### src/rtl/pfd_pkg.sv
// Shared configuration type and current-code decode for the detector.
package pfd_pkg;

    typedef struct packed {
        logic       pol;
        logic       dis;
        logic       stby;
        logic       lock_en;
        logic       range;
        logic [1:0] mag;
    } pfd_cfg_t;

    // Percentage of full pump current for a range bit and magnitude step.
    function automatic logic [6:0] pfd_pct(input logic range, input logic [1:0] mag);
        logic [6:0] step;
        step = {5'd0, mag};
        if (range) pfd_pct = 7'd25 * (step + 7'd1);
        else       pfd_pct = 7'd70 + 7'd10 * step;
    endfunction

endpackage

### src/rtl/pfd_edge_sync.sv
// Brings one asynchronous edge stream into the block clock domain through a
// STAGES-deep flop chain, then flags each rising edge as a one-cycle pulse.
// Assumes the input stays high and low for at least two block clocks each.
module pfd_edge_sync #(
    parameter int STAGES = 2
) (
    input  logic clk,
    input  logic rst_n,
    input  logic din,
    output logic rise
);
    logic [STAGES-1:0] chain;
    logic              last;

    // Shift the input through the synchronizer and keep the previous level.
    always_ff @(posedge clk) begin
        if (!rst_n) begin
            chain <= '0;
            last  <= 1'b0;
        end else begin
            chain <= {chain[STAGES-2:0], din};
            last  <= chain[STAGES-1];
        end
    end

    // One-cycle pulse on a synchronized low-to-high transition.
    always_comb rise = chain[STAGES-1] & ~last;


    rise_single_chk: assert property (@(posedge clk) disable iff (!rst_n)
        rise |=> !rise);

endmodule

### src/rtl/pfd_core.sv
// Two edge-set state flops, one per input. Once both are set, they are
// cleared together after MIN_W cycles, which sets the coincident pulse width.
// A gate input clears both at once and holds them clear.
module pfd_core #(
    parameter int MIN_W = 2
) (
    input  logic clk,
    input  logic rst_n,
    input  logic rise_ref,
    input  logic rise_fb,
    input  logic gate,
    output logic st_ref,
    output logic st_fb
);
    localparam int CNT_W = (MIN_W < 2) ? 1 : $clog2(MIN_W);
    localparam logic [CNT_W-1:0] LAST = CNT_W'(MIN_W - 1);

    logic [CNT_W-1:0] cnt;
    logic             both;
    logic             clr;

    // Both sides set; clear when the joint window has run its length.
    always_comb begin
        both = st_ref & st_fb;
        clr  = both & (cnt == LAST);
    end

    // Set on an edge, clear after the joint window, hold clear while gated.
    always_ff @(posedge clk) begin
        if (!rst_n || gate) begin
            st_ref <= 1'b0;
            st_fb  <= 1'b0;
            cnt    <= '0;
        end else begin
            st_ref <= (st_ref & ~clr) | rise_ref;
            st_fb  <= (st_fb  & ~clr) | rise_fb;
            cnt    <= (both && !clr) ? cnt + 1'b1 : '0;
        end
    end


    joint_clear_chk: assert property (@(posedge clk) disable iff (!rst_n)
        (clr && !gate && !rise_ref && !rise_fb) |=> (!st_ref && !st_fb));


    gate_clear_chk: assert property (@(posedge clk) disable iff (!rst_n)
        gate |=> (!st_ref && !st_fb));

endmodule

### src/rtl/pfd_outmux.sv
// Registers the configuration, then drives the outputs from the detector
// state:
//   - applies polarity, and forces the rest state under disable or standby;
//   - drives the three-state pump command and the gated lock indicator;
//   - decodes the pump current code.
module pfd_outmux
    import pfd_pkg::*;
(
    input  logic       clk,
    input  logic       rst_n,
    input  pfd_cfg_t   cfg_in,
    input  logic       st_ref,
    input  logic       st_fb,
    output logic       gate,
    output logic       err_ref_n,
    output logic       err_fb_n,
    output logic       cp_up,
    output logic       cp_dn,
    output logic       cp_oe,
    output logic       lock_out,
    output logic [2:0] cur_code,
    output logic [6:0] cur_pct
);
    pfd_cfg_t cfg_q;
    logic     up_raw;
    logic     dn_raw;

    // Configuration takes effect on the clock edge after it is applied.
    always_ff @(posedge clk) begin
        if (!rst_n) cfg_q <= '0;
        else        cfg_q <= cfg_in;
    end

    // Map detector state to error pulses and pump requests.
    always_comb begin
        gate      = cfg_q.dis | cfg_q.stby;
        up_raw    = cfg_q.pol ? st_fb  : st_ref;
        dn_raw    = cfg_q.pol ? st_ref : st_fb;
        err_ref_n = gate | ~(cfg_q.pol ? st_fb  : st_ref);
        err_fb_n  = gate | ~(cfg_q.pol ? st_ref : st_fb);
        cp_oe     = ~gate & (up_raw ^ dn_raw);
        cp_up     = cp_oe & up_raw;
        cp_dn     = cp_oe & dn_raw;
        lock_out  = cfg_q.lock_en & err_ref_n & err_fb_n;
        cur_code  = {cfg_q.range, cfg_q.mag};
        cur_pct   = pfd_pct(cfg_q.range, cfg_q.mag);
    end


    pump_excl_chk: assert property (@(posedge clk) disable iff (!rst_n)
        $onehot0({cp_up, cp_dn}));


    gate_state_chk: assert property (@(posedge clk) disable iff (!rst_n)
        $rose(gate) |=> (!st_ref && !st_fb));

endmodule

### src/rtl/pfd_top.sv
// Phase-frequency detector top level: two edge synchronizers, the state core
// and the output stage. Assumes clk is at least 4x faster than either input.
module pfd_top #(
    parameter int MIN_W       = 2,
    parameter int SYNC_STAGES = 2
) (
    input  logic       clk,
    input  logic       rst_n,
    input  logic       ref_in,
    input  logic       fb_in,
    input  logic       cfg_pol,
    input  logic       cfg_dis,
    input  logic       cfg_stby,
    input  logic       cfg_lock_en,
    input  logic       cfg_range,
    input  logic [1:0] cfg_mag,
    output logic       err_ref_n,
    output logic       err_fb_n,
    output logic       cp_up,
    output logic       cp_dn,
    output logic       cp_oe,
    output logic       lock_out,
    output logic [2:0] cur_code,
    output logic [6:0] cur_pct
);
    import pfd_pkg::*;

    logic     rise_ref, rise_fb, st_ref, st_fb, gate;
    pfd_cfg_t cfg;

    // Pack the configuration inputs.
    always_comb cfg = '{pol: cfg_pol, dis: cfg_dis, stby: cfg_stby,
                        lock_en: cfg_lock_en, range: cfg_range, mag: cfg_mag};

    pfd_edge_sync #(.STAGES(SYNC_STAGES)) u_sync_ref (
        .clk(clk), .rst_n(rst_n), .din(ref_in), .rise(rise_ref));

    pfd_edge_sync #(.STAGES(SYNC_STAGES)) u_sync_fb (
        .clk(clk), .rst_n(rst_n), .din(fb_in), .rise(rise_fb));

    pfd_core #(.MIN_W(MIN_W)) u_core (
        .clk(clk), .rst_n(rst_n), .rise_ref(rise_ref), .rise_fb(rise_fb),
        .gate(gate), .st_ref(st_ref), .st_fb(st_fb));

    pfd_outmux u_out (
        .clk(clk), .rst_n(rst_n), .cfg_in(cfg), .st_ref(st_ref), .st_fb(st_fb),
        .gate(gate), .err_ref_n(err_ref_n), .err_fb_n(err_fb_n),
        .cp_up(cp_up), .cp_dn(cp_dn), .cp_oe(cp_oe), .lock_out(lock_out),
        .cur_code(cur_code), .cur_pct(cur_pct));

endmodule

### config.mk
export PLATFORM = sky130hd
export DESIGN_NAME = pfd_top
export DESIGN_NICKNAME = d
export VERILOG_FILES = /design/src/rtl/pfd_pkg.sv /design/src/rtl/pfd_edge_sync.sv /design/src/rtl/pfd_core.sv /design/src/rtl/pfd_outmux.sv /design/src/rtl/pfd_top.sv
export SDC_FILE = /design/constraint.sdc
export NUM_CORES = 1
export LEC_CHECK = 0
export BUFFER_PORTS_ARGS = -buffer_cell sky130_fd_sc_hd__buf_4
export CAP_MARGIN = 20
export CORE_AREA = 4 4 48 50
export DETAILED_ROUTE_END_ITERATION = 10
export DIE_AREA = 0 0 52 54
export HOLD_SLACK_MARGIN = 0.12
export PLACE_DENSITY_LB_ADDON = 0.08
export SYNTH_ARGS = -nofsm -noshare
export SYNTH_HDL_FRONTEND = slang
export SYNTH_SLANG_ARGS = --single-unit
### constraint.sdc
create_clock -name clk -period 2.45 [get_ports clk]
set_input_delay 0.3675 -clock clk [delete_from_list [all_inputs] [get_ports clk]]
set_output_delay 0.3675 -clock clk [all_outputs]
set_load 0.005 [all_outputs]
==> results of run 1 <==
-- final cells by class --
type	count	area share, %
Clock buffer	4	3.92
Sequential cell	16	34.6
Inverter	5	2.03
Timing Repair Buffer	26	21.1
Multi-Input combinational cell	42	34.7
Tap cell	27	3.65
-- sequential cells by signal, indices dropped and copies added, names as in the netlist --
register          flops
u_sync_ref.last       1
u_sync_fb.last        1
u_out.cur_code        3
u_core.st_ref         1
u_core.st_fb          1
u_sync_fb.chain       2
u_sync_ref.chain      2
u_core.cnt            1
u_out.cfg_q           4
-- where the power goes --
part	internal (mW)	switching, mW	total, mW
clock network	0.0904	0.0803	0.171
registers	0.271	0.00749	0.279
logic	0.0459	0.0261	0.0721
-- per-stage QoR --
step	hold slack (ns)	area [um2]	total power, mW
6_report	0.284	926	0.521
5_1_grt	0.274	926	0.551
4_1_cts	0.273	926	0.533
3_5_place_dp	0.422	890	0.358
3_3_place_gp	0.416	890	0.358
2_1_floorplan	0.412	692	0.321
-- critical path, cell delays in order (launching register included) --
cell and delay, ns:
dfxtp_1 0.38, inv_1 0.09, ha_1 0.34, mux2_2 0.28
buf_4 0.13
-- kinds of logic after synthesis --
logic type	after synthesis
and+or+nand+nor	25
DFF	16
buffers and inverters	10
AOI/OAI and AO/OA	6
muxes	5
adders and majority gates	4
xor gates and xnor gates	2
-- worst paths after layout --
check / depth (start not counted) / slack [ns] / to / start
setup / recovery: 4 / 0.58 / cur_pct[1] / u_out.cur_code[0]$_SDFF_PN0_
hold / removal: 2 / 0.28 / u_out.cur_code[2]$_SDFF_PN0_ / cfg_range
setup reg to reg: 3 / 1.43 / u_core.st_ref$_SDFF_PP0_ / u_core.st_ref$_SDFF_PP0_
hold reg to reg: 1 / 0.44 / u_sync_ref.chain[1]$_SDFF_PN0_ / u_sync_ref.chain[0]$_SDFF_PN0_
-- cells in the final DEF (no fill, tap or decap), drive strengths merged --
| cell type | count |
|---|---|
| and4b | 1 |
| nor2b | 2 |
| dfxtp | 16 |
| nand2b | 1 |
| and3 | 2 |
| mux2i | 2 |
| buf | 26 |
| clkbuf | 4 |
| nor2 | 2 |
| inv | 5 |
| o31a | 1 |
| o211a | 2 |
| o21ai | 1 |
| and2 | 14 |
| xnor2 | 1 |
| a21boi | 2 |
| nand2 | 2 |
| nand3 | 1 |
| ha | 4 |
| mux2 | 3 |
| xor2 | 1 |
-- per-layer routing --
layer	global-route usage, %	vias up	share of wire (%)
met1	12.2	230	44
li1	-	272	-
met2	16.7	16	46
met4	2.62	0	0.82
met3	6.09	2	9.3
met5	0	-	0
==> flow_metrics.env, run 1 <==
export IMPL_clk_latency_ns=0.28
export IMPL_synth_common_cells="dfxtp_1 (16), and2_1 (14), inv_1 (5), ha_1 (4), buf_4 (3)"
export IMPL_syn_to_final_growth_pct=33.8
export IMPL_postSynthAreaPerCell_um2=10.2
export IMPL_grt_pass1_wl_um=2130
export IMPL_crit_type="reg2out"
export IMPL_antenna_left=0
export IMPL_multi_input_area_um2=322
export IMPL_die_area_um2=2810
export IMPL_grt_pass1_vias=495
export IMPL_h_tree_depth=1
export IMPL_holdBufCountCts=0
export IMPL_port_buffers=26
export IMPL_end_kind="output pin"
export IMPL_max_slew_worst_pin_slew_ns=0.260
export IMPL_hold_viol_final=0
export IMPL_initial_core_util_pct=36.4
export IMPL_yosysWarnings=0
export IMPL_netlist_area_leader_share_pct=46.3
export IMPL_synth_edf_count=0
export IMPL_power_leakage_nw=0.470
export IMPL_synth_simple_area_share_pct=21.9
export IMPL_ir_drop_mv=0.363
export IMPL_synth_area_mux_share_pct=7.78
export IMPL_cts_tree="built"
export IMPL_drv_slew=0
export IMPL_layout_drive_gt1_share_pct=34.4
export IMPL_clock_path_buffers=2
export IMPL_root_buffer="clkbuf_4"
export IMPL_synth_xor_area_share_pct=2.53
export IMPL_synth_distinct_cells=24
export IMPL_ys_flop_type="dfxtp_1"
export IMPL_fp_dieH_um=54
export IMPL_dp_cells=116
export IMPL_ys_seq_area_share_pct=46.3
export IMPL_hp_class="in2reg"
export IMPL_fillers=203
export IMPL_crit_fanout=4
export IMPL_rsz0062_at_grt="no"
export IMPL_synth_area_top_cells="dfxtp_1 (46%), and2_1 (13%), ha_1 (7.2%)"
export IMPL_synthesis_nets=83
export IMPL_grt_max_degree=17
export IMPL_synth_most_common_cell="dfxtp_1"
export IMPL_worstPathArrival_ns=1.50
export IMPL_async_flop_share_pct=0
export IMPL_drc_errors=0
export IMPL_dr_pass1_iters=2
export IMPL_synth_compound_area_share_pct=7.05
export IMPL_place_congestion=0.692
export IMPL_place_ws_ns=0.894
export IMPL_first_iter_violations=4
export IMPL_synthCells=68
export IMPL_cts_sinks=16
export IMPL_vias=520
export IMPL_setup_viol=0
export IMPL_fin_tns_setup_ns=0
export IMPL_fmax_mhz=535
export IMPL_fin_nets=109
export IMPL_ioPinCount=27
export IMPL_status="finished clean"
export IMPL_yosys_area_top_type="dfxtp_1"
export IMPL_wl_per_cell_um=10.2
export IMPL_setup_ws_ns=0.582
export IMPL_worst_ep_required_time_ns=2.08
export IMPL_slew_limit_headroom_pct=82.7
export IMPL_final_util_pct=48.7
export IMPL_p_per_area_nw_per_um2=563
export IMPL_wirelength_um=1220
export IMPL_numCtsBuffers=3
export IMPL_worstSetupStartpointType="register"
export IMPL_synthAdderAreaFrac_pct=7.23
export IMPL_antenna_cells=0
export IMPL_fin_crit_ns=1.87
export IMPL_post_cts_buffers=0
export IMPL_finalNonFillerCells=120
export IMPL_core_um2=1900
export IMPL_finClkSkew_ns=0.00273
export IMPL_via_per_inst=4.33
export IMPL_seqCellArea_um2=320
export IMPL_grt_antenna_before_repair=0
export IMPL_hpwl_um=942
export IMPL_die_width_um=52
export IMPL_netlist_area_um2=692
export IMPL_track_usage_pct=10.6
export IMPL_cts_resized=0
export IMPL_globalRoute_totalOverflow=0
export IMPL_synth_seq_cells=16
export IMPL_synth_top_family_by_area="simple AND/OR/NAND/NOR gates"
export IMPL_path_clk_slew_ns=0.09
export IMPL_cap_violations=0
export IMPL_period_share_pct=76.3
export IMPL_num_rows=16
(Power assumes the default switching activity.)
==> run 2, diff against run 1 <==
- ABC_AREA: not set -> 1
- CORE_AREA: 4 4 48 50 -> 4 4 49 51
- DIE_AREA: 0 0 52 54 -> 0 0 53 55
- clock period: 2.45 -> 1.7 ns (I/O delays scaled with it)
==> run 2 against run 1 <==
Against the previous run: count of clock-buffer cells in the layout unchanged; global-route usage decreased by 0.93 points; core utilization increased by 2.5 points; cell count increased by 26%; hold slack got worse by 0.13 ns; die area increased by 3.8%; sequential cell count unchanged; clock power increased by 41%; clock skew decreased by 0.0018 ns; total power increased by 48%.
==> flow_metrics.env, run 2 <==
export IMPL_status="finished clean"
export IMPL_place_congestion=0.589
export IMPL_final_util_pct=51.2
export IMPL_cp_slowest_stage_delay_ns=0.33
export IMPL_p_per_area_nw_per_um2=776
export IMPL_async_flop_share_pct=0
export IMPL_hp_class="in2reg"
export IMPL_first_iter_violations=4
export IMPL_path_clk_slew_ns=0.09
export IMPL_globalRoute_totalOverflow=0
export IMPL_num_rows=16
export IMPL_cts_tree="built"
export IMPL_end_kind="output pin"
export IMPL_fin_crit_ns=1.61
export IMPL_slew_limit_headroom_pct=84.7
export IMPL_synth_most_common_cell="inv_1"
export IMPL_hold_viol_final=0
export IMPL_grt_pass1_wl_um=2070
export IMPL_rr_startpoint="u_core.st_ref$_SDFF_PP0_"
export IMPL_antenna_cells=0
export IMPL_vias=598
export IMPL_crit_fanout=4
export IMPL_numCtsBuffers=3
export IMPL_root_buffer="clkbuf_4"
export IMPL_top_register="u_out.cfg_q"
export IMPL_setup_viol=0
export IMPL_netlist_area_um2=736
export IMPL_startpoint="u_out.cur_code[0]$_SDFF_PN0_"
export IMPL_max_slew_worst_pin_slew_ns=0.230
export IMPL_finalNonFillerCells=151
export IMPL_synth_common_cells="inv_1 (27), nand2_1 (22), dfxtp_1 (16), o21ai_0 (5)"
export IMPL_hpwl_um=1020
export IMPL_cts_sinks=16
export IMPL_h_tree_depth=1
export IMPL_ys_flop_type="dfxtp_1"
export IMPL_synth_edf_count=0
export IMPL_crit_slowest_cell="dfxtp_2"
export IMPL_holdWs_ns=0.151
export IMPL_crit_chain="inv_1, ha_4, inv_2, nand2_2, nand3_1, o21ai_1, buf_4"
export IMPL_grt_antenna_before_repair=0
export IMPL_clock_path_buffers=2
export IMPL_yosys_area_top_type="dfxtp_1"
export IMPL_holdBufCountCts=0
export IMPL_worstSetupStartpointType="register"
export IMPL_antenna_left=0
export IMPL_synthCells=97
export IMPL_fin_nets=140
export IMPL_synthesis_nets=112
export IMPL_crit_type="reg2out"
export IMPL_cap_violations=0
export IMPL_via_per_inst=3.96
export IMPL_core_um2=1940
export IMPL_die_area_um2=2920
export IMPL_finClkSkew_ns=0.000912
export IMPL_synth_distinct_cells=18
export IMPL_cts_resized=0
export IMPL_ys_seq_area_share_pct=43.5
export IMPL_period_share_pct=94.5
export IMPL_yosysWarnings=0
export IMPL_drv_slew=0
export IMPL_cpLargestDelayFamily="flip-flops"
export IMPL_layout_drive_gt1_share_pct=35.5
export IMPL_fp_dieH_um=55
export IMPL_grt_pass1_vias=513
export IMPL_fin_tns_setup_ns=0
export IMPL_clk_latency_ns=0.28
export IMPL_initial_core_util_pct=37.9
export IMPL_track_usage_pct=9.64
export IMPL_synth_area_top_cells="dfxtp_1 (44%), inv_1 (14%), nand2_1 (11%)"
export IMPL_fillers=200
export IMPL_drc_errors=0
export IMPL_largest_reg_flops=4
export IMPL_worst_ep_required_time_ns=1.44
export IMPL_worstHoldStart="cfg_lock_en"
export IMPL_post_cts_buffers=0
export IMPL_grt_max_degree=15
export IMPL_power_leakage_nw=0.551
export IMPL_die_width_um=53
export IMPL_wirelength_um=1250
export IMPL_layout_commonest_cell="buf_4"
export IMPL_fmax_mhz=622
export IMPL_wl_per_cell_um=8.30
export IMPL_critPathBufInv=3
export IMPL_worstPathArrival_ns=1.35
export IMPL_dp_cells=147
export IMPL_ir_drop_mv=0.559
export IMPL_port_buffers=26
export IMPL_final_cell_mix="buf_4 (27), inv_1 (25), nand2_1 (22)"
export IMPL_syn_to_final_growth_pct=35.0
export IMPL_dr_pass1_iters=4
export IMPL_netlist_area_leader_share_pct=43.5
export IMPL_synth_seq_cells=16
export IMPL_postSynthAreaPerCell_um2=7.58
export IMPL_ioPinCount=27
-- run 2: path summary, 6_finish.rpt --
| check | cells after the start | slack, ns | end |
|---|---|---|---|
| max | 7 | 0.09 | cur_pct[4] |
| min reg2reg | 2 | 0.42 | u_sync_ref.chain[1]$_SDFF_PN0_ |
| min | 3 | 0.15 | u_out.cfg_q[3]$_SDFF_PN0_ |
| max reg2reg | 4 | 0.81 | u_core.st_fb$_SDFF_PP0_ |
-- run 2: tightest hold or removal path, delay by kind of cell --
kind | cells | cell delay [ns]
buffers and inverters | 2 | 0.11
AND/OR/NAND/NOR | 1 | 0.04
-- run 2: area by class of cell --
| class | count | area (um2) | share of cell area, % |
|---|---|---|---|
| sequential | 16 | 323 | 32.5 |
| timing repair buffer | 27 | 203 | 20.4 |
| clock buffer | 4 | 36.3 | 3.65 |
| inverter | 28 | 105 | 10.6 |
| multi-input combinational | 49 | 293 | 29.5 |
| tap | 27 | 33.8 | 3.40 |
-- run 2: per-stage QoR --
step / total power, mW / instance area [um2] / setup slack, ns
finish: 0.770 / 993 / 0.0929
global placement: 0.533 / 942 / 0.375
global route: 0.819 / 993 / -0.00838
CTS: 0.777 / 978 / 0.00435
floorplan: 0.474 / 736 / 0.384
detailed placement: 0.536 / 942 / 0.326
-- run 2: cell families (layout without fill, tap and decap cells) --
group / count (synthesis) / after routing / synth area share (%)
AO/OA/AOI/OAI: 9 / 9 / 6.46
XOR/XNOR: 1 / 1 / 1.19
adder cells (fa/ha/maj): 4 / 4 / 6.80
buffers and inverters: 32 / 59 / 18.4
flip-flops: 16 / 16 / 43.5
AND/OR/NAND/NOR: 35 / 35 / 23.6
-- run 2: where the power goes --
| group | leakage [nW] | total, mW | switching (mW) | internal [mW] |
|---|---|---|---|---|
| sequential | 0.133 | 0.402 | 0.0106 | 0.391 |
| combinational | 0.397 | 0.128 | 0.0582 | 0.0697 |
| clock | 0.0210 | 0.241 | 0.111 | 0.130 |
| total | 0.551 | 0.770 | 0.179 | 0.591 |
-- run 2: metal layers --
metal,vias up,routed length (um),global-route usage (%)
li1,329,-,-
met1,250,555,12.2
met2,17,602,15.1
met3,2,79,1.61
met4,0,16,6.38
met5,-,0,0
